[config.mk]
export PLATFORM = sky130hd
export DESIGN_NAME = rowlut_mult
export DESIGN_NICKNAME = d
export VERILOG_FILES = /design/src/rtl/rowlut_pkg.sv /design/src/rtl/rowlut_step_ctrl.sv /design/src/rtl/rowlut_sum_rom.sv /design/src/rtl/rowlut_accum.sv /design/src/rtl/rowlut_mult.sv
export SDC_FILE = /design/constraint.sdc
export NUM_CORES = 1
export LEC_CHECK = 0
export ABC_AREA = 1
export BUFFER_PORTS_ARGS = -buffer_cell sky130_fd_sc_hd__buf_2
export CAP_MARGIN = 10
export CORE_MARGIN = 1
export CORE_UTILIZATION = 63
export CTS_BUF_LIST = sky130_fd_sc_hd__clkbuf_4 sky130_fd_sc_hd__clkbuf_8
export DETAILED_ROUTE_END_ITERATION = 8
export GPL_ROUTABILITY_DRIVEN = 0
export GPL_TIMING_DRIVEN = 0
export PLACE_DENSITY = 0.87
export RECOVER_POWER = 25
export SLEW_MARGIN = 20
export SYNTH_ARGS = -nofsm -noshare
export SYNTH_HDL_FRONTEND = slang
export SYNTH_SLANG_ARGS = --single-unit
[constraint.sdc]
create_clock -name clk -period 4.1 [get_ports clk]
set_input_delay 0.41 -clock clk [delete_from_list [all_inputs] [get_ports clk]]
set_output_delay 0.41 -clock clk [all_outputs]
set_load 0.03 [all_outputs]
[src/rtl/rowlut_pkg.sv]
package rowlut_pkg;

    typedef enum logic {
        PH_IDLE = 1'b0,
        PH_RUN  = 1'b1
    } phase_e;

endpackage

[src/rtl/rowlut_step_ctrl.sv]
module rowlut_step_ctrl #(
    parameter int OPW = 4
) (
    input  logic           clk,
    input  logic           rst_n,
    input  logic           start,
    input  logic [OPW-1:0] b_in,
    output logic           accept,
    output logic           busy,
    output logic           sel_bit,
    output logic [OPW-1:0] b_q,
    output logic           done
);
    import rowlut_pkg::*;

    localparam int CNTW = (OPW > 1) ? $clog2(OPW) : 1;
    localparam logic [CNTW-1:0] LAST_STEP = CNTW'(OPW - 1);

    typedef struct packed {
        phase_e          phase;
        logic [CNTW-1:0] cnt;
        logic [OPW-1:0]  b;
        logic            done;
    } ctrl_s;

    ctrl_s st_d, st_q;

    always_comb begin
        st_d      = st_q;
        st_d.done = 1'b0;
        accept    = start && (st_q.phase == PH_IDLE);
        if (accept) begin
            st_d.phase = PH_RUN;
            st_d.cnt   = '0;
            st_d.b     = b_in;
        end else if (st_q.phase == PH_RUN) begin
            if (st_q.cnt == LAST_STEP) begin
                st_d.phase = PH_IDLE;
                st_d.done  = 1'b1;
            end else begin
                st_d.cnt = st_q.cnt + 1'b1;
            end
        end
    end

    always_ff @(posedge clk or negedge rst_n) begin
        if (!rst_n) begin
            st_q <= '{phase: PH_IDLE, cnt: '0, b: '0, done: 1'b0};
        end else begin
            st_q <= st_d;
        end
    end

    assign busy    = (st_q.phase == PH_RUN);
    assign sel_bit = st_q.b[st_q.cnt];
    assign b_q     = st_q.b;
    assign done    = st_q.done;

endmodule

[src/rtl/rowlut_sum_rom.sv]
module rowlut_sum_rom #(
    parameter int OPW = 4
) (
    input  logic           sel_bit,
    input  logic [OPW-1:0] mcand,
    input  logic [OPW-1:0] psum,
    output logic [OPW:0]   sum
);
    localparam int AW    = 2 * OPW + 1;
    localparam int DEPTH = 1 << AW;
    localparam int SUMW  = OPW + 1;

    logic [SUMW-1:0] table_w [DEPTH];
    logic [AW-1:0]   addr;

    for (genvar k = 0; k < DEPTH; k++) begin : g_entry
        localparam logic [AW-1:0] ADR = AW'(k);
        assign table_w[k] = (ADR[AW-1] ? SUMW'(ADR[2*OPW-1:OPW]) : SUMW'(0))
                          + SUMW'(ADR[OPW-1:0]);
    end

    assign addr = {sel_bit, mcand, psum};
    assign sum  = table_w[addr];

endmodule

[src/rtl/rowlut_accum.sv]
module rowlut_accum #(
    parameter int OPW = 4
) (
    input  logic           clk,
    input  logic           rst_n,
    input  logic           load,
    input  logic           step,
    input  logic [OPW-1:0] a_in,
    input  logic [OPW:0]   lut_sum,
    output logic [OPW-1:0] a_q,
    output logic [OPW-1:0] psum,
    output logic [OPW-1:0] low
);
    typedef struct packed {
        logic [OPW-1:0] a;
        logic [OPW-1:0] hi;
        logic [OPW-1:0] lo;
    } acc_s;

    acc_s acc_d, acc_q;

    always_comb begin
        acc_d = acc_q;
        if (load) begin
            acc_d.a  = a_in;
            acc_d.hi = '0;
            acc_d.lo = '0;
        end else if (step) begin
            acc_d.hi = lut_sum[OPW:1];
            acc_d.lo = {lut_sum[0], acc_q.lo[OPW-1:1]};
        end
    end

    always_ff @(posedge clk or negedge rst_n) begin
        if (!rst_n) begin
            acc_q <= '0;
        end else begin
            acc_q <= acc_d;
        end
    end

    assign a_q  = acc_q.a;
    assign psum = acc_q.hi;
    assign low  = acc_q.lo;

endmodule

[src/rtl/rowlut_mult.sv]
module rowlut_mult #(
    parameter int OPW = 4
) (
    input  logic             clk,
    input  logic             rst_n,
    input  logic             start,
    input  logic [OPW-1:0]   a_in,
    input  logic [OPW-1:0]   b_in,
    output logic             done,
    output logic [2*OPW-1:0] product
);
    logic           accept;
    logic           busy;
    logic           sel_bit;
    logic [OPW-1:0] b_q;
    logic [OPW-1:0] a_q;
    logic [OPW-1:0] psum;
    logic [OPW-1:0] low;
    logic [OPW:0]   lut_sum;

    rowlut_step_ctrl #(.OPW(OPW)) u_ctrl (
        .clk     (clk),
        .rst_n   (rst_n),
        .start   (start),
        .b_in    (b_in),
        .accept  (accept),
        .busy    (busy),
        .sel_bit (sel_bit),
        .b_q     (b_q),
        .done    (done)
    );

    rowlut_sum_rom #(.OPW(OPW)) u_rom (
        .sel_bit (sel_bit),
        .mcand   (a_q),
        .psum    (psum),
        .sum     (lut_sum)
    );

    rowlut_accum #(.OPW(OPW)) u_acc (
        .clk     (clk),
        .rst_n   (rst_n),
        .load    (accept),
        .step    (busy),
        .a_in    (a_in),
        .lut_sum (lut_sum),
        .a_q     (a_q),
        .psum    (psum),
        .low     (low)
    );

    assign product = {psum, low};

endmodule

# Yosys cells after proc, flatten, opt, wreduce, memory -nomap -nowiden

Memories as Yosys holds them, arrays and structs flattened.
Cells that the tools add are included.

Register bits: 20
Bits in latches: 0
RAM bits: 0
Memory bits (read-only): 2560
Input port bits: 11
Memories: 1

Memory list:

| memory          | words | bits a word | rd ports | clocked after memory_dff | wr ports | line                 | source |
|---|---|---|---|---|---|---|---|
| (no name shown) | 512   | 5           | 1        | 0                        | 0        | rowlut_sum_rom.sv:23 | `assign sum = table_w[addr];` |

$add $sub $neg: 1
Multipliers: 0
Divide/modulo/power cells: 0
$lt $le $gt $ge: 2
Equality and inequality tests: 2
Shift operators: 0
Multiplexer cells: 13
Bitwise logic cells: 2
Reduce and logical (&&, ||, !) cells: 3

Operators with widths:

| cell                                                       | number |
|---|---|
| 2-to-1 mux 8 bit                                           | 2 |
| greater-or-equal comparator 10 bit (second input constant) | 1 |
| 2-to-1 mux 5 bit                                           | 2 |
| inverter 9 -> 10 bit                                       | 1 |
| 2-to-1 mux 3 bit                                           | 2 |
| 2-to-1 mux 1 bit                                           | 5 |
| < comparator 2 x 3 -> 1 bit (second input constant)        | 1 |
| adder 2 x 1 -> 2 bit (second input constant)               | 1 |
| binary-select mux 1 bit (select 2 bit)                     | 1 |
| equality test 2 bit (second input constant)                | 1 |
| 2-to-1 mux 2 bit                                           | 1 |
| != test 2 bit (second input constant)                      | 1 |
| AND reduction 2 bit                                        | 1 |
| nonzero test 2 bit                                         | 1 |
| logical AND 1 bit                                          | 1 |
| inverter 1 bit                                             | 1 |

# Longest topological paths before layout

Depth after elaboration: 8
Mapped depth: 12
Mapped depth without buffers: 12

# Cells and area by module

From an unflattened synthesis, not the netlist that was laid out.

Cells, all modules: 258
Area, all modules: 1709.1 um2

Modules (own cells, without submodules):

| module           | times used | cells each | area each (um2) |
|---|---|---|---|
| rowlut_sum_rom   | 1          | 154        | 792.0 |
| rowlut_accum     | 1          | 52         | 513.0 |
| rowlut_step_ctrl | 1          | 52         | 404.1 |

# Worst setup path before layout

Ideal clock, no wire load.

Kind: flip-flop to flip-flop
Start point: reg u_acc.acc_q (netlist bit u_acc.psum[1])
End point: reg u_acc.acc_q (netlist bit u_acc.psum[1])
Setup time: 0.120 ns
Arrival time: 1.386 ns
Slack: 2.594 ns
Stages on the path, launching flop included: 10
Path buffers: 1
Period minus slack after synthesis: 1.506 ns
Path through: dfrtp_1 -> buf_6 -> o21ai_1 -> nand3_1 -> o21ai_2 -> inv_2 -> nand3_1 -> nand3_1 -> nand2_1 -> nand2_1

Word-level cells in the longest chain between the ends: 6

RTL lines:

| what                                                 | line                 | source |
|---|---|---|
| start, declared                                      | rowlut_accum.sv:20   | `acc_s acc_d, acc_q;` |
| start signal, assigned                               | rowlut_accum.sv:36   | `acc_q <= '0;` |
| start signal, assigned                               | rowlut_accum.sv:38   | `acc_q <= acc_d;` |
| inverter 9 -> 10 bit (not written as such)           | rowlut_sum_rom.sv:23 |  |
| memory read (512 x 5 bit)                            | -                    |  |
| 2-to-1 mux 5 bit (not written as such) (2 in series) | rowlut_sum_rom.sv:23 |  |
| 2-to-1 mux 8 bit                                     | rowlut_accum.sv:28   | `end else if (step) begin` |
| 2-to-1 mux 8 bit                                     | rowlut_accum.sv:24   | `if (load) begin` |

Every way passes these cells. The select of a mux whose other input is x is not followed.
A chain may end at the register's enable or synchronous reset.

# Final worst setup path

Start point: reg u_acc.acc_q (netlist bit u_acc.psum[3])
End point: reg u_acc.acc_q (netlist bit u_acc.psum[2])

The elaborated chain is that of the path after synthesis.

==> impl_metrics.json <==
{
  "start_kind": "flop",
  "gr-usage-met2_pct": 64.38,
  "wl_per_cell_um": 13.83,
  "synth_compound_area_share_pct": 12.32,
  "cts_tree": "yes",
  "critPathCaptureType": "flop",
  "irDropWorstVdd_mv": 0.5808,
  "ioPinCount": 20,
  "cts_htree_levels": 1,
  "synth_top_family_by_area": "simple AND/OR/NAND/NOR gates",
  "combPwrFrac_pct": 66.0,
  "final-setup-viol-count": 0,
  "power.internal_w": 0.0006138,
  "ys_ff_latch": 20,
  "crit_buf_inv": 1,
  "netlist_area_um2": 1411,
  "maxSlewViolCount": 0,
  "slowest_stage": "dfrtp_1",
  "antenna_found_initial": 0,
  "cts_hold_buf": 0,
  "tns_ns": 0,
  "diodes": 0,
  "seqPwrFrac_pct": 27.3,
  "area_growth_pct": 10.64,
  "synth-xor-area-share_pct": 0,
  "met3_usage_pct": 4.050,
  "rows": 16,
  "cts_max_path_buffers": 2,
  "power_switching_w": 0.0007285,
  "layout_common_cells": "nand2_1, nand3_1, buf_2, dfrtp_1, inv_1",
  "port_buffers": 19,
  "drc": 0,
  "dieArea_um2": 2433,
  "min_period_ns": 1.624,
  "cts_sinks": 20,
  "post-cts-setup-buffer-count": 0,
  "drt_iter0_markers": 83,
  "slew_headroom_pct": 29.46,
  "grt_busiest_layer": "met2",
  "final_util_pct": 76.47,
  "yosys_warnings": 0,
  "cp_cell_sequence": "buf_4 > nor2_1 > nor4_1 > nand2_1 > nand2_1 > a21oi_1 > nand2_1 > nand2_1",
  "ant_nets": 0,
  "dpl.hpwl_mm": 2.676,
  "clkTransAtPathRegs_ns": 0.10,
  "grt_first_pass_wirelength_mm": 6.085,
  "drive_gt1_share_pct": 17.72,
  "arrival_ns": 1.83,
  "p_leak_nw": 0.8403,
  "syn_inst": 215,
  "initial_core_util_pct": 69.12,
  "first_pass_iters": 5,
  "rsz0062_at_grt": "no",
  "grt_overflow_total": 0,
  "path_delay_family": "simple AND/OR/NAND/NOR gates",
  "numCtsBuffers": 3,
  "sw_frac_of_total_pct": 54.27,
  "ctsResizeCount": 0,
  "synth_fp_nets": 227,
  "design.core.area_um2": 2042,
  "nets": 251,
  "finClkSkew_ns": 0.003532,
  "clockRootBuffer": "clkbuf_4",
  "clk_latency_ns": 0.30,
  "min_period_over_period_pct": 39.62,
  "p_clk_share_pct": 6.7,
  "crit_required_ns": 4.30,
  "routed_wirelength_mm": 3.650,
  "synthMuxAreaShare_pct": 0,
  "ys_seq_area_share_pct": 35.46,
  "cp_common_cell": "nand2_1",
  "critical_path_class": "reg2reg",
  "vias": 1536,
  "grt_max_degree": 21,
  "p_per_area_nw_per_um2": 859.6,
  "hold_viol": 0,
  "maxCapViolations": 0,
  "viasPerCell": 5.818,
  "synth-simple-area-share_pct": 41.13,
  "layout_commonest_cell": "nand2_1",
  "critPathMaxFanout": 10,
  "slowest_delay_ns": 0.52,
  "met1_usage_pct": 36.51,
  "avgSynthCellArea_um2": 6.564,
  "hold_path.class": "in2async",
  "tightest_slew_ns": 1.058,
  "synth_fa_ha_area_share_pct": 0.8865,
  "fmax_mhz": 615.6,
  "die_w_um": 49.33,
  "status": "finished clean",
  "grt_pass1_vias": 1420,
  "grt_usage_pct": 32.98,
  "synth_cell_types": 26,
  "die_y_um": 49.33
}
state kept, by name (all words and copies together) (netlist names):
name         flops
u_acc.psum       4
u_acc.low        4
u_ctrl.b_q       4
u_ctrl.done      1
u_acc.a_q        4
u_ctrl.st_q      2
u_ctrl.busy      1
kinds of logic (layout without fill, tap and decap cells):
logic type	count (synthesis)	in the layout
and+or+nand+nor	134	134
buffers and inverters	31	53
AOI/OAI and AO/OA	29	29
DFF	20	20
adders and majority gates	1	1
Yosys cell counts, drive strengths merged:
cell type  count  area (um2)
o221ai         1       8.760
nand3         34       180.2
dfrtp         20       500.5
nand4          3       18.77
o21a           1       7.510
o211ai         1       12.51
buf            9       61.31
a41oi          1       8.760
o21ai         14       73.82
o22ai          4       25.02
nor3           2       10.01
ha             1       12.51
a211oi         1       7.510
nor2          15       61.31
nor4           2       12.51
nand2         78       297.8
inv           22       82.57
a21oi          6       30.03
path summary, 6_finish.rpt:
check                      cells past startpoint     startpoint       endpoint  slack [ns]
hold reg to reg                                2  u_ctrl.b_q[0]  u_ctrl.b_q[0]        0.50
min in group clk                               3        b_in[0]  u_ctrl.b_q[0]        0.30
hold / removal                                 1          rst_n    u_ctrl.busy        0.27
max in group asynchronous                      1          rst_n  u_acc.psum[3]        3.20
setup / recovery                               8  u_acc.psum[3]  u_acc.psum[2]        2.48
setup reg to reg                               8  u_acc.psum[3]  u_acc.psum[2]        2.48
metrics by stage:
| stage | cell area (um2) | power, W | cells | setup slack (ns) | hold slack (ns) |
|---|---|---|---|---|---|
| final | 1562 | 0.001342 | 264 | 2.476 | 0.2713 |
| after global routing | 1562 | 0.001457 | 264 | 2.322 | 0.3062 |
| after CTS | 1563 | 0.001325 | 264 | 2.507 | 0.05100 |
| after detailed placement | 1540 | 0.001231 | 261 | 2.522 | 0.3789 |
| after global placement | 1540 | 0.001196 | 261 | 2.587 | 0.3640 |
| after floorplan | 1411 | 0.001023 | 215 | 2.594 | 0.1144 |
power by group through the flow:
stage	logic [W]	clock network, W	registers, W
floorplan	0.000599	0	0.000425
global placement	0.000833	0	0.000363
detailed placement	0.000862	0	0.000369
CTS	0.000869	0.0000911	0.000365
global route	0.000980	0.0000998	0.000378
finish	0.000885	0.0000903	0.000367
area by class of cell:
type                    instances  area, um2
multi-input cells             164      767.0
clock buffers                   3      22.52
flip-flops and latches         20      500.5
well taps                      27      33.78
inverters                      22      82.58
repair buffers                 19      93.84
plain buffers                   9      61.31
fillers                       155      480.5
per-layer routing:
layer / wire [um] / up-vias
li1: - / 755
met1: 1505 / 698
met2: 1831 / 70
met3: 224 / 13
met4: 89 / 0
met5: 0 / -
Note: power is estimated with default switching activity, not from simulation.
